==> config.mk <==
export PLATFORM = sky130hd
export DESIGN_NAME = uart_fe_top
export DESIGN_NICKNAME = d
export VERILOG_FILES = /design/src/rtl/uart_fe_pkg.sv /design/src/rtl/uart_fe_idrom.sv /design/src/rtl/uart_fe_rxq.sv /design/src/rtl/uart_fe_status.sv /design/src/rtl/uart_fe_top.sv
export SDC_FILE = /design/constraint.sdc
export NUM_CORES = 1
export LEC_CHECK = 0
export BUFFER_PORTS_ARGS = -buffer_cell sky130_fd_sc_hd__buf_2
export CORE_MARGIN = 3
export CORE_UTILIZATION = 53
export CTS_CLUSTER_DIAMETER = 100
export DETAILED_ROUTE_END_ITERATION = 8
export PLACE_DENSITY = 0.8
export SYNTH_ARGS = -nofsm -noshare
export SYNTH_HDL_FRONTEND = slang
export SYNTH_SLANG_ARGS = --single-unit
==> constraint.sdc <==
create_clock -name clk -period 4.2 [get_ports clk]
set_input_delay 1.05 -clock clk [delete_from_list [all_inputs] [get_ports clk]]
set_output_delay 1.05 -clock clk [all_outputs]
set_load 0.02 [all_outputs]
==> src/rtl/uart_fe_pkg.sv <==
package uart_fe_pkg;
  // Word offsets (byte address bits 11:2)
  localparam int WO_DATA  = 0;
  localparam int WO_FLAG  = 6;
  localparam int WO_LPDIV = 8;
  localparam int WO_IDIV  = 9;
  localparam int WO_FDIV  = 10;
  localparam int WO_LINE  = 11;
  localparam int WO_CTRL  = 12;
  localparam int WO_LVL   = 13;
  localparam int WO_MASK  = 14;
  localparam int WO_RAW   = 15;
  localparam int WO_MSTAT = 16;
  localparam int WO_ICLR  = 17;
  localparam int WO_DMA   = 18;

  // Stored register widths
  localparam int LPDIV_W = 8;
  localparam int IDIV_W  = 16;
  localparam int FDIV_W  = 6;
  localparam int LINE_W  = 8;
  localparam int CTRL_W  = 16;
  localparam int LVL_W   = 6;
  localparam int MASK_W  = 11;
  localparam int DMA_W   = 3;

  // Reset values
  localparam logic [CTRL_W-1:0] CTRL_RST = 16'h0300;
  localparam logic [LVL_W-1:0]  LVL_RST  = 6'h12;

  // Bit positions
  localparam int FB_RXE  = 4;
  localparam int FB_TXF  = 5;
  localparam int FB_RXF  = 6;
  localparam int FB_TXE  = 7;
  localparam int IB_RX   = 4;
  localparam int IB_TX   = 5;
  localparam int LINE_QEN = 4;
  localparam int CTRL_FULLSET = 4;
endpackage

==> src/rtl/uart_fe_idrom.sv <==
module uart_fe_idrom (
  input  logic [2:0] idx,
  output logic [7:0] id_byte
);
  always_comb begin
    case (idx)
      3'd0:    id_byte = 8'h11;
      3'd1:    id_byte = 8'h10;
      3'd2:    id_byte = 8'h14;
      3'd3:    id_byte = 8'h00;
      3'd4:    id_byte = 8'h0D;
      3'd5:    id_byte = 8'hF0;
      3'd6:    id_byte = 8'h05;
      default: id_byte = 8'hB1;
    endcase
  end
endmodule

==> src/rtl/uart_fe_rxq.sv <==
// Receive ring; DEPTH must be a power of two so pointers wrap naturally.
module uart_fe_rxq #(
  parameter int DEPTH = 16,
  parameter int CNT_W = $clog2(DEPTH + 1),
  parameter int PTR_W = $clog2(DEPTH)
) (
  input  logic             clk,
  input  logic             rst,
  input  logic             qen,
  input  logic             push_valid,
  input  logic [7:0]       push_byte,
  output logic             push_ready,
  output logic             push_fire,
  input  logic             pop,
  output logic [7:0]       head,
  output logic [CNT_W-1:0] count,
  output logic [CNT_W-1:0] count_nxt
);
  logic [7:0]       mem [DEPTH];
  logic [PTR_W-1:0] rd_ptr;
  logic [PTR_W-1:0] wr_ptr;
  logic [CNT_W-1:0] cap;
  logic             pop_fire;

  assign cap        = qen ? CNT_W'(DEPTH) : CNT_W'(1);
  assign push_ready = (count < cap);
  assign push_fire  = push_valid & push_ready;
  assign pop_fire   = pop & (count != '0);
  assign head       = mem[rd_ptr];
  assign wr_ptr     = rd_ptr + count[PTR_W-1:0];
  assign count_nxt  = count + CNT_W'(push_fire) - CNT_W'(pop_fire);

  always_ff @(posedge clk) begin
    if (push_fire) mem[wr_ptr] <= push_byte;
  end

  always_ff @(posedge clk) begin
    if (rst) begin
      rd_ptr <= '0;
      count  <= '0;
    end else begin
      if (pop_fire) rd_ptr <= rd_ptr + PTR_W'(1);
      count <= count_nxt;
    end
  end
endmodule

==> src/rtl/uart_fe_status.sv <==
module uart_fe_status #(
  parameter int DEPTH   = 16,
  parameter int TRIGGER = 1,
  parameter int CNT_W   = $clog2(DEPTH + 1)
) (
  input  logic             clk,
  input  logic             rst,
  input  logic             push_fire,
  input  logic             pop_evt,
  input  logic [CNT_W-1:0] count_nxt,
  input  logic             full_on_push,
  input  logic             tx_set,
  input  logic             clr_we,
  input  logic             clr_rx,
  input  logic             clr_tx,
  input  logic             mask_rx_nxt,
  input  logic             mask_tx_nxt,
  output logic             rx_empty,
  output logic             rx_full,
  output logic             raw_rx,
  output logic             raw_tx,
  output logic             irq
);
  logic empty_d, full_d, rx_d, tx_d;

  always_comb begin
    empty_d = rx_empty;
    full_d  = rx_full;
    rx_d    = raw_rx;
    tx_d    = raw_tx;
    if (clr_we) begin
      rx_d = rx_d & ~clr_rx;
      tx_d = tx_d & ~clr_tx;
    end
    if (pop_evt) begin
      full_d = 1'b0;
      if (count_nxt == '0) empty_d = 1'b1;
      if (count_nxt == CNT_W'(TRIGGER - 1)) rx_d = 1'b0;
    end
    if (push_fire) begin
      empty_d = 1'b0;
      if (count_nxt == CNT_W'(DEPTH) || full_on_push) full_d = 1'b1;
      if (count_nxt == CNT_W'(TRIGGER)) rx_d = 1'b1;
    end
    if (tx_set) tx_d = 1'b1;
  end

  always_ff @(posedge clk) begin
    if (rst) begin
      rx_empty <= 1'b1;
      rx_full  <= 1'b0;
      raw_rx   <= 1'b0;
      raw_tx   <= 1'b0;
      irq      <= 1'b0;
    end else begin
      rx_empty <= empty_d;
      rx_full  <= full_d;
      raw_rx   <= rx_d;
      raw_tx   <= tx_d;
      irq      <= (rx_d & mask_rx_nxt) | (tx_d & mask_tx_nxt);
    end
  end
endmodule

==> src/rtl/uart_fe_top.sv <==
module uart_fe_top #(
  parameter int DATA_W  = 32,
  parameter int ADDR_W  = 12,
  parameter int DEPTH   = 16,
  parameter int TRIGGER = 1
) (
  input  logic              clk,
  input  logic              rst,
  input  logic [ADDR_W-1:0] bus_addr,
  input  logic              bus_wr,
  input  logic              bus_rd,
  input  logic [DATA_W-1:0] bus_wdata,
  output logic [DATA_W-1:0] bus_rdata,
  output logic              bus_rvalid,
  input  logic [7:0]        rx_byte,
  input  logic              rx_valid,
  output logic              rx_ready,
  output logic [7:0]        tx_byte,
  output logic              tx_valid,
  output logic              irq
);
  import uart_fe_pkg::*;

  localparam int CNT_W = $clog2(DEPTH + 1);
  localparam int PTR_W = $clog2(DEPTH);
  localparam int WOFF_W = ADDR_W - 2;
  localparam int IDWIN_W = ADDR_W - 5;

  logic [WOFF_W-1:0] woff;
  logic              id_hit;
  logic [7:0]        id_byte;
  logic              wr_data, rd_data, wr_clr, wr_mask;

  logic [LPDIV_W-1:0] lpdiv_q;
  logic [IDIV_W-1:0]  idiv_q;
  logic [FDIV_W-1:0]  fdiv_q;
  logic [LINE_W-1:0]  line_q;
  logic [CTRL_W-1:0]  ctrl_q;
  logic [LVL_W-1:0]   lvl_q;
  logic [MASK_W-1:0]  mask_q, mask_d;
  logic [DMA_W-1:0]   dma_q;

  logic              rxq_push_fire;
  logic [7:0]        rxq_head;
  logic [CNT_W-1:0]  rxq_count, rxq_count_nxt;
  logic              st_empty, st_full, st_raw_rx, st_raw_tx;
  logic [MASK_W-1:0] raw_vec;
  logic [7:0]        flag_byte;
  logic [DATA_W-1:0] rd_mux;
  logic              unused_bits;

  assign woff    = bus_addr[ADDR_W-1:2];
  assign id_hit  = &bus_addr[ADDR_W-1:5];
  assign wr_data = bus_wr && (woff == WOFF_W'(WO_DATA));
  assign rd_data = bus_rd && (woff == WOFF_W'(WO_DATA));
  assign wr_clr  = bus_wr && (woff == WOFF_W'(WO_ICLR));
  assign wr_mask = bus_wr && (woff == WOFF_W'(WO_MASK));
  assign mask_d  = wr_mask ? bus_wdata[MASK_W-1:0] : mask_q;
  assign unused_bits = ^{bus_addr[1:0], bus_wdata[DATA_W-1:IDIV_W], rxq_count};

  uart_fe_idrom u_idrom (
    .idx     (bus_addr[4:2]),
    .id_byte (id_byte)
  );

  uart_fe_rxq #(.DEPTH(DEPTH), .CNT_W(CNT_W), .PTR_W(PTR_W)) u_rxq (
    .clk        (clk),
    .rst        (rst),
    .qen        (line_q[LINE_QEN]),
    .push_valid (rx_valid),
    .push_byte  (rx_byte),
    .push_ready (rx_ready),
    .push_fire  (rxq_push_fire),
    .pop        (rd_data),
    .head       (rxq_head),
    .count      (rxq_count),
    .count_nxt  (rxq_count_nxt)
  );

  uart_fe_status #(.DEPTH(DEPTH), .TRIGGER(TRIGGER), .CNT_W(CNT_W)) u_status (
    .clk          (clk),
    .rst          (rst),
    .push_fire    (rxq_push_fire),
    .pop_evt      (rd_data),
    .count_nxt    (rxq_count_nxt),
    .full_on_push (ctrl_q[CTRL_FULLSET]),
    .tx_set       (wr_data),
    .clr_we       (wr_clr),
    .clr_rx       (bus_wdata[IB_RX]),
    .clr_tx       (bus_wdata[IB_TX]),
    .mask_rx_nxt  (mask_d[IB_RX]),
    .mask_tx_nxt  (mask_d[IB_TX]),
    .rx_empty     (st_empty),
    .rx_full      (st_full),
    .raw_rx       (st_raw_rx),
    .raw_tx       (st_raw_tx),
    .irq          (irq)
  );

  // Configuration storage
  always_ff @(posedge clk) begin
    if (rst) begin
      lpdiv_q <= '0;
      idiv_q  <= '0;
      fdiv_q  <= '0;
      line_q  <= '0;
      ctrl_q  <= CTRL_RST;
      lvl_q   <= LVL_RST;
      mask_q  <= '0;
      dma_q   <= '0;
    end else begin
      mask_q <= mask_d;
      if (bus_wr) begin
        case (woff)
          WOFF_W'(WO_LPDIV): lpdiv_q <= bus_wdata[LPDIV_W-1:0];
          WOFF_W'(WO_IDIV):  idiv_q  <= bus_wdata[IDIV_W-1:0];
          WOFF_W'(WO_FDIV):  fdiv_q  <= bus_wdata[FDIV_W-1:0];
          WOFF_W'(WO_LINE):  line_q  <= bus_wdata[LINE_W-1:0];
          WOFF_W'(WO_CTRL):  ctrl_q  <= bus_wdata[CTRL_W-1:0];
          WOFF_W'(WO_LVL):   lvl_q   <= bus_wdata[LVL_W-1:0];
          WOFF_W'(WO_DMA):   dma_q   <= bus_wdata[DMA_W-1:0];
          default: ;
        endcase
      end
    end
  end

  // Transmit pulse
  always_ff @(posedge clk) begin
    if (rst) begin
      tx_valid <= 1'b0;
      tx_byte  <= '0;
    end else begin
      tx_valid <= wr_data;
      if (wr_data) tx_byte <= bus_wdata[7:0];
    end
  end

  always_comb begin
    raw_vec         = '0;
    raw_vec[IB_RX]  = st_raw_rx;
    raw_vec[IB_TX]  = st_raw_tx;
    flag_byte       = '0;
    flag_byte[FB_TXE] = 1'b1;
    flag_byte[FB_RXF] = st_full;
    flag_byte[FB_TXF] = 1'b0;
    flag_byte[FB_RXE] = st_empty;
  end

  always_comb begin
    rd_mux = '0;
    if (id_hit) begin
      rd_mux = DATA_W'(id_byte);
    end else begin
      case (woff)
        WOFF_W'(WO_DATA):  rd_mux = DATA_W'(rxq_head);
        WOFF_W'(WO_FLAG):  rd_mux = DATA_W'(flag_byte);
        WOFF_W'(WO_LPDIV): rd_mux = DATA_W'(lpdiv_q);
        WOFF_W'(WO_IDIV):  rd_mux = DATA_W'(idiv_q);
        WOFF_W'(WO_FDIV):  rd_mux = DATA_W'(fdiv_q);
        WOFF_W'(WO_LINE):  rd_mux = DATA_W'(line_q);
        WOFF_W'(WO_CTRL):  rd_mux = DATA_W'(ctrl_q);
        WOFF_W'(WO_LVL):   rd_mux = DATA_W'(lvl_q);
        WOFF_W'(WO_MASK):  rd_mux = DATA_W'(mask_q);
        WOFF_W'(WO_RAW):   rd_mux = DATA_W'(raw_vec);
        WOFF_W'(WO_MSTAT): rd_mux = DATA_W'(raw_vec & mask_q);
        WOFF_W'(WO_DMA):   rd_mux = DATA_W'(dma_q);
        default:           rd_mux = '0;
      endcase
    end
  end

  always_ff @(posedge clk) begin
    if (rst) begin
      bus_rvalid <= 1'b0;
      bus_rdata  <= '0;
    end else begin
      bus_rvalid <= bus_rd;
      if (bus_rd) bus_rdata <= rd_mux;
    end
  end
endmodule

# After elaboration in Yosys (flattened, before gate mapping)
# Memory sizes are Yosys's and may differ from the RTL's. A register that Yosys moved wholly into a read port is not among the register bits.
# Cells that the tools add are included.
[word_totals]
n_memories = 1
mem_bits_rw = 128
wordCells = 98
register_bits = 130
[op_classes]
n_bitwise = 10
muxes = 22
eq_ne = 20
magnitude_cmp = 1
addsub = 4
reduce_logical = 20
[mem_list]
columns = ["memory", "words", "width", "rd", "rd_ports_with_merged_regs", "wr", "line", "source"]
rows = [
  ["u_rxq.mem", 16, 8, 1, 1, 1, "uart_fe_rxq.sv:19", "logic [7:0] mem [DEPTH];"],
]
[op_table]
columns = ["cell", "n"]
rows = [
  ["16-bit case mux with 12 select lines", 1],
  ["10-bit by 4-bit equality test with 1-bit output, second input constant", 8],
  ["8-bit case mux with 7 select lines", 1],
  ["10-bit by 5-bit equality test with 1-bit output, second input constant", 3],
  ["16-bit two-way mux", 1],
  ["2-bit AND reduction", 8],
  ["1-bit two-way mux", 15],
  ["6-bit by 11-bit AND with 11-bit output", 1],
  ["10-bit by 3-bit equality test with 1-bit output, second input constant", 1],
  ["10-bit logical NOT", 1],
  ["3-bit equality test, second input constant", 3],
  ["4-bit two-way mux", 2],
  ["7-bit AND reduction", 1],
  ["1-bit AND", 6],
  ["3-bit by 2-bit equality test with 1-bit output, second input constant", 2],
  ["6-bit two-way mux", 1],
  ["5-bit by 1-bit adder with 5-bit output", 1],
  ["5-bit by 1-bit equality test with 1-bit output, second input constant", 1],
  ["5-bit equality test, second input constant", 1],
  ["5-bit logical NOT", 1],
  ["5-bit < comparator", 1],
  ["5-bit two-way mux", 1],
  ["5-bit nonzero test", 1],
  ["5-bit by 1-bit subtractor with 5-bit output", 1],
  ["other kinds (9)", 14],
]

# Depth between registers and ports, before layout
[logic_depth]
depth_word = 12
mapped_depth = 17

# Modules after synthesis
# A second synthesis with hierarchy kept.
[hier_totals]
cells_unflattened = 894
area_unflattened_um2 = 10752.8
[modules_own_cells]
columns = ["mod", "seq_area_each_um2", "area_each_um2", "cells_each", "n_inst"]
rows = [
  ["uart_fe_rxq", 4103.9, 5799.3, 309, 1],
  ["uart_fe_top", 2001.9, 4628.2, 546, 1],
  ["uart_fe_status", 100.1, 245.2, 26, 1],
  ["uart_fe_idrom", 0.0, 80.1, 13, 1],
]

# Worst setup path before layout
# No wires, ideal clock.
[synth_path]
kind = "input-to-reg"
from = "input bus_addr[7]"
to = "register u_status.irq"
setup_ns = 0.130
required_ns = 4.070
slack_ns = -0.083
t_arrival_ns = 4.153
path_stages = 16
path_cell_list = "or4_1 buf_2 nor3_1 inv_1 nor4_1 ha_1 inv_1 ha_1 inv_1 fa_1 o21bai_1 a21oi_1 xor2_1 nand4b_1 a21oi_1 o31ai_1"
[synth_via]
elab_chain_len = 11
[synth_lines]
columns = ["item", "line", "source"]
rows = [
  ["from (decl)", "uart_fe_top.sv:9", "input logic [ADDR_W-1:0] bus_addr,"],
  ["10-bit logical NOT", "uart_fe_top.sv:54, uart_fe_top.sv:55", ""],
  ["1-bit logical AND", "uart_fe_top.sv:55", "assign rd_data = bus_rd && (woff == WOFF_W'(WO_DATA));"],
  ["1-bit AND", "uart_fe_rxq.sv:28", "assign pop_fire = pop & (count != '0);"],
  ["5-bit by 1-bit subtractor with 5-bit output", "uart_fe_rxq.sv:31", "assign count_nxt = count + CNT_W'(push_fire) - CNT_W'(pop_fire);"],
  ["5-bit logical NOT", "uart_fe_status.sv:38", "if (count_nxt == CNT_W'(TRIGGER - 1)) rx_d = 1'b0;"],
  ["1-bit two-way mux", "uart_fe_status.sv:38", ""],
  ["1-bit two-way mux", "uart_fe_status.sv:35", "if (pop_evt) begin"],
  ["1-bit two-way mux", "uart_fe_status.sv:43", "if (count_nxt == CNT_W'(TRIGGER)) rx_d = 1'b1;"],
  ["1-bit two-way mux", "uart_fe_status.sv:40", "if (push_fire) begin"],
  ["1-bit AND", "uart_fe_status.sv:60", "irq <= (rx_d & mask_rx_nxt) | (tx_d & mask_tx_nxt);"],
  ["1-bit bitwise OR (*)", "uart_fe_status.sv:60", ""],
  ["to (signal assigned)", "uart_fe_status.sv:60", ""],
  ["to (decl)", "uart_fe_status.sv:22", "output logic irq"],
]
# Every way passes the cells marked *; elsewhere a longest branch is shown, timed or not.
# A chain may end at the register's enable or synchronous reset.

# Final worst setup path
# Same ends and word-level chain as after synthesis.

==> qor.csv <==
metric;value;unit
status;finished, final reports clean;
worst_setup_path_start_kind;primary input;
maxCapViolCount;0;
antenna_found_initial;0;
cp_top_family;simple AND/OR/NAND/NOR gates;
synth-edff-count;128;
detailed_place_hpwl;16.7;mm
insertion_delay;0.52;ns
rsz0062_at_grt;no;
max_stage_delay;0.59;ns
fin_nets;1020;
cp_num_buf_inv;4;
grt_max_degree;43;
cts_resized;0;
routed_via_density;5.98;
die_w;147;um
first_pass_iters;6;
cts.sinks;246;
synth_top_area_cell;edfxtp_1;
hp-class;flop to flop;
diodes;0;
fin_skew;0.0102;ns
end_kind;flop;
hold_buffers;0;
post-route-util;62.7;%
fp.dieArea;21600;um^2
drt_wl_total;26.3;mm
grt_pass1_vias;7109;
ys_warn_count;0;
drv_slew;0;
worstMarginPinSlew;1.04;ns
grtUsageTotal;24.2;%
wl_per_cell;21.5;um
clk_pin_slew_worst_paths;0.06;ns
dp.cells;1181;
gp_congestion;0.903;
synthFlopType;edfxtp_1;
dieHeight;147;um
drive_above_1_share;23.0;%
numCtsBuffers;25;
final_cells;1227;
crit_path_max_fanout;3;
start_util;55.0;%
vias;7341;
netlist_top_cells_count;128 x edfxtp_1, 127 x nand2_1, 118 x dfxtp_1, 75 x nor2_1, 55 x a21oi_1;
cellLeakagePower;4.38;nW
synth_cells;874;
total_power;5.70;mW
grt_pass1_wl;41.0;mm
netlist_area;10500;um^2
cts_tree;yes;
clockBufferDepth;3;
crit_path_cell_trace;buf_2 > or4_1 > nor3_2 > inv_1 > nor4_1 > ha_1 > inv_1 > ha_1 > inv_1 > fa_1 > o21bai_1 > a21oi_1 > xor2_1 > nand4b_1 > a21oi_1 > o31ai_1;
crit_top_cell;inv_1;
setup_viol;0;
dr.first_iter.drc_count;819;
rows;50;
synth_most_common_cell;edfxtp_1;
root_buffer;clkbuf_16;
worst-endpoint-required;4.59;ns
tns;0;ns
synth_top_area_share;36.5;%
relSlewSlack;30.4;%
design.core.area;19100;um^2
htree_levels;1;
slowest_stage;or4_1;
overflow;0;
yosys-top-cells-area;edfxtp_1 36%, dfxtp_1 22%, mux4_2 9.0%;
fmaxAchievable;0.257;GHz
drtAntennaViolNets;0;
async_flop_share;0;%
min_period;3.88;ns
power_per_cell_area;475;nW/um^2
drc;0;
yosysUniqueCellTypes;71;
critPathKind;primary input to flop;
ys_ff_latch;246;
postCtsSetupBuffers;0;
hold_ws;0.448;ns
place.port_buffers;66;
ios;101;
syn_avg_cell_area;12.1;um^2
ys_seq_area_share;58.9;%
power.ir.vdd_worst;0.000380;V
finalCritPeriodShare;92.5;%
arrival;4.28;ns
area_growth_syn_to_layout;13.9;%
hold_viol;0;
==> placed cells by master, fill, tap and decap left out, drive strengths merged, types with 6 or more instances in the layout <==
cell type	n
a21oi	65
a221oi	6
ha	13
dfxtp	118
conb	16
xnor2	8
a22o	6
nand4	9
nor2	76
nor3	9
edfxtp	128
nor2b	11
nand2	137
nand3	20
inv	19
buf	106
clkinv	8
o21ai	16
mux2i	32
clkbuf	35
nor4	9
mux4	42
==> kinds of logic after synthesis <==
family                   after synthesis  share of synthesized area [%]
multiplexers                          75                           12.1
AND/OR/NAND/NOR                      301                           13.5
other                                  1                         0.0356
buffers and inverters                 92                           4.32
adder cells (fa/ha/maj)               15                           1.92
AO/OA/AOI/OAI                        131                           8.12
XOR/XNOR                              13                           1.08
flip-flops                           246                           58.9
==> per-layer routing <==
metal | vias to the layer above | track usage, % | wire (um)
li1 | 3296 | - | -
met5 | - | 0 | 0
met2 | 385 | 40.4 | 12900
met4 | 0 | 8.29 | 862
met3 | 75 | 3.67 | 1990
met1 | 3585 | 32.6 | 10600
==> worst reg2reg max path: cells and delay by family, from the launching register on <==
kind | cells | cell delay, ns
adder cells (fa/ha/maj) | 4 | 1.10
AO/OA/AOI/OAI | 6 | 0.80
flip-flops | 1 | 0.49
buffers and inverters | 4 | 0.39
AND/OR/NAND/NOR | 2 | 0.39
XOR/XNOR | 1 | 0.23
==> stage by stage <==
step           instance area [um^2]  setup WS (ns)
6_report                      12000          0.315
2_1_floorplan                 10600         0.0461
5_1_grt                       12000        0.00947
4_1_cts                       12000          0.333
3_5_place_dp                  11200         -0.204
3_3_place_gp                  11200         -0.139
==> state kept, by name, summed over array words and instances, names as in the netlist, 3 cells and up, named ones only <==
signal,count
lvl_q,6
mask_q,11
fdiv_q,6
u_rxq.rd_ptr,4
lpdiv_q,8
u_rxq.count,5
bus_rdata,16
dma_q,3
line_q,8
tx_byte,8
idiv_q,16
ctrl_q,16
u_rxq.mem,128
==> worst paths after layout <==
kind	startpoint	endpoint	slack, ns	depth (start not counted)
worst max-delay path	bus_addr[7]	u_status.irq$_SDFF_PP0_	0.32	16
worst min register to register	line_q[2]$_SDFFE_PP0P_	line_q[2]$_SDFFE_PP0P_	0.45	2
worst max register to register	u_rxq.count[1]$_SDFF_PP0_	u_status.irq$_SDFF_PP0_	0.67	17
worst min-delay path	line_q[2]$_SDFFE_PP0P_	line_q[2]$_SDFFE_PP0P_	0.45	2
==> final cells by class <==
cell class	instances	area, um^2
sequential	246	6210
multi-input combinational	551	3950
fill	1464	7140
timing repair buffer	106	633
inverter	18	67.6
clock inverter	11	115
clock buffer	35	703
tap	260	325
==> where the power goes <==
group / switching [mW] / leakage (nW) / internal, mW
logic: 0.472 / 1.87 / 0.335
clock network: 0.912 / 0.406 / 1.30
registers: 0.0488 / 2.11 / 2.63
total: 1.43 / 4.38 / 4.26
Note: power is estimated with default switching activity, not from simulation.
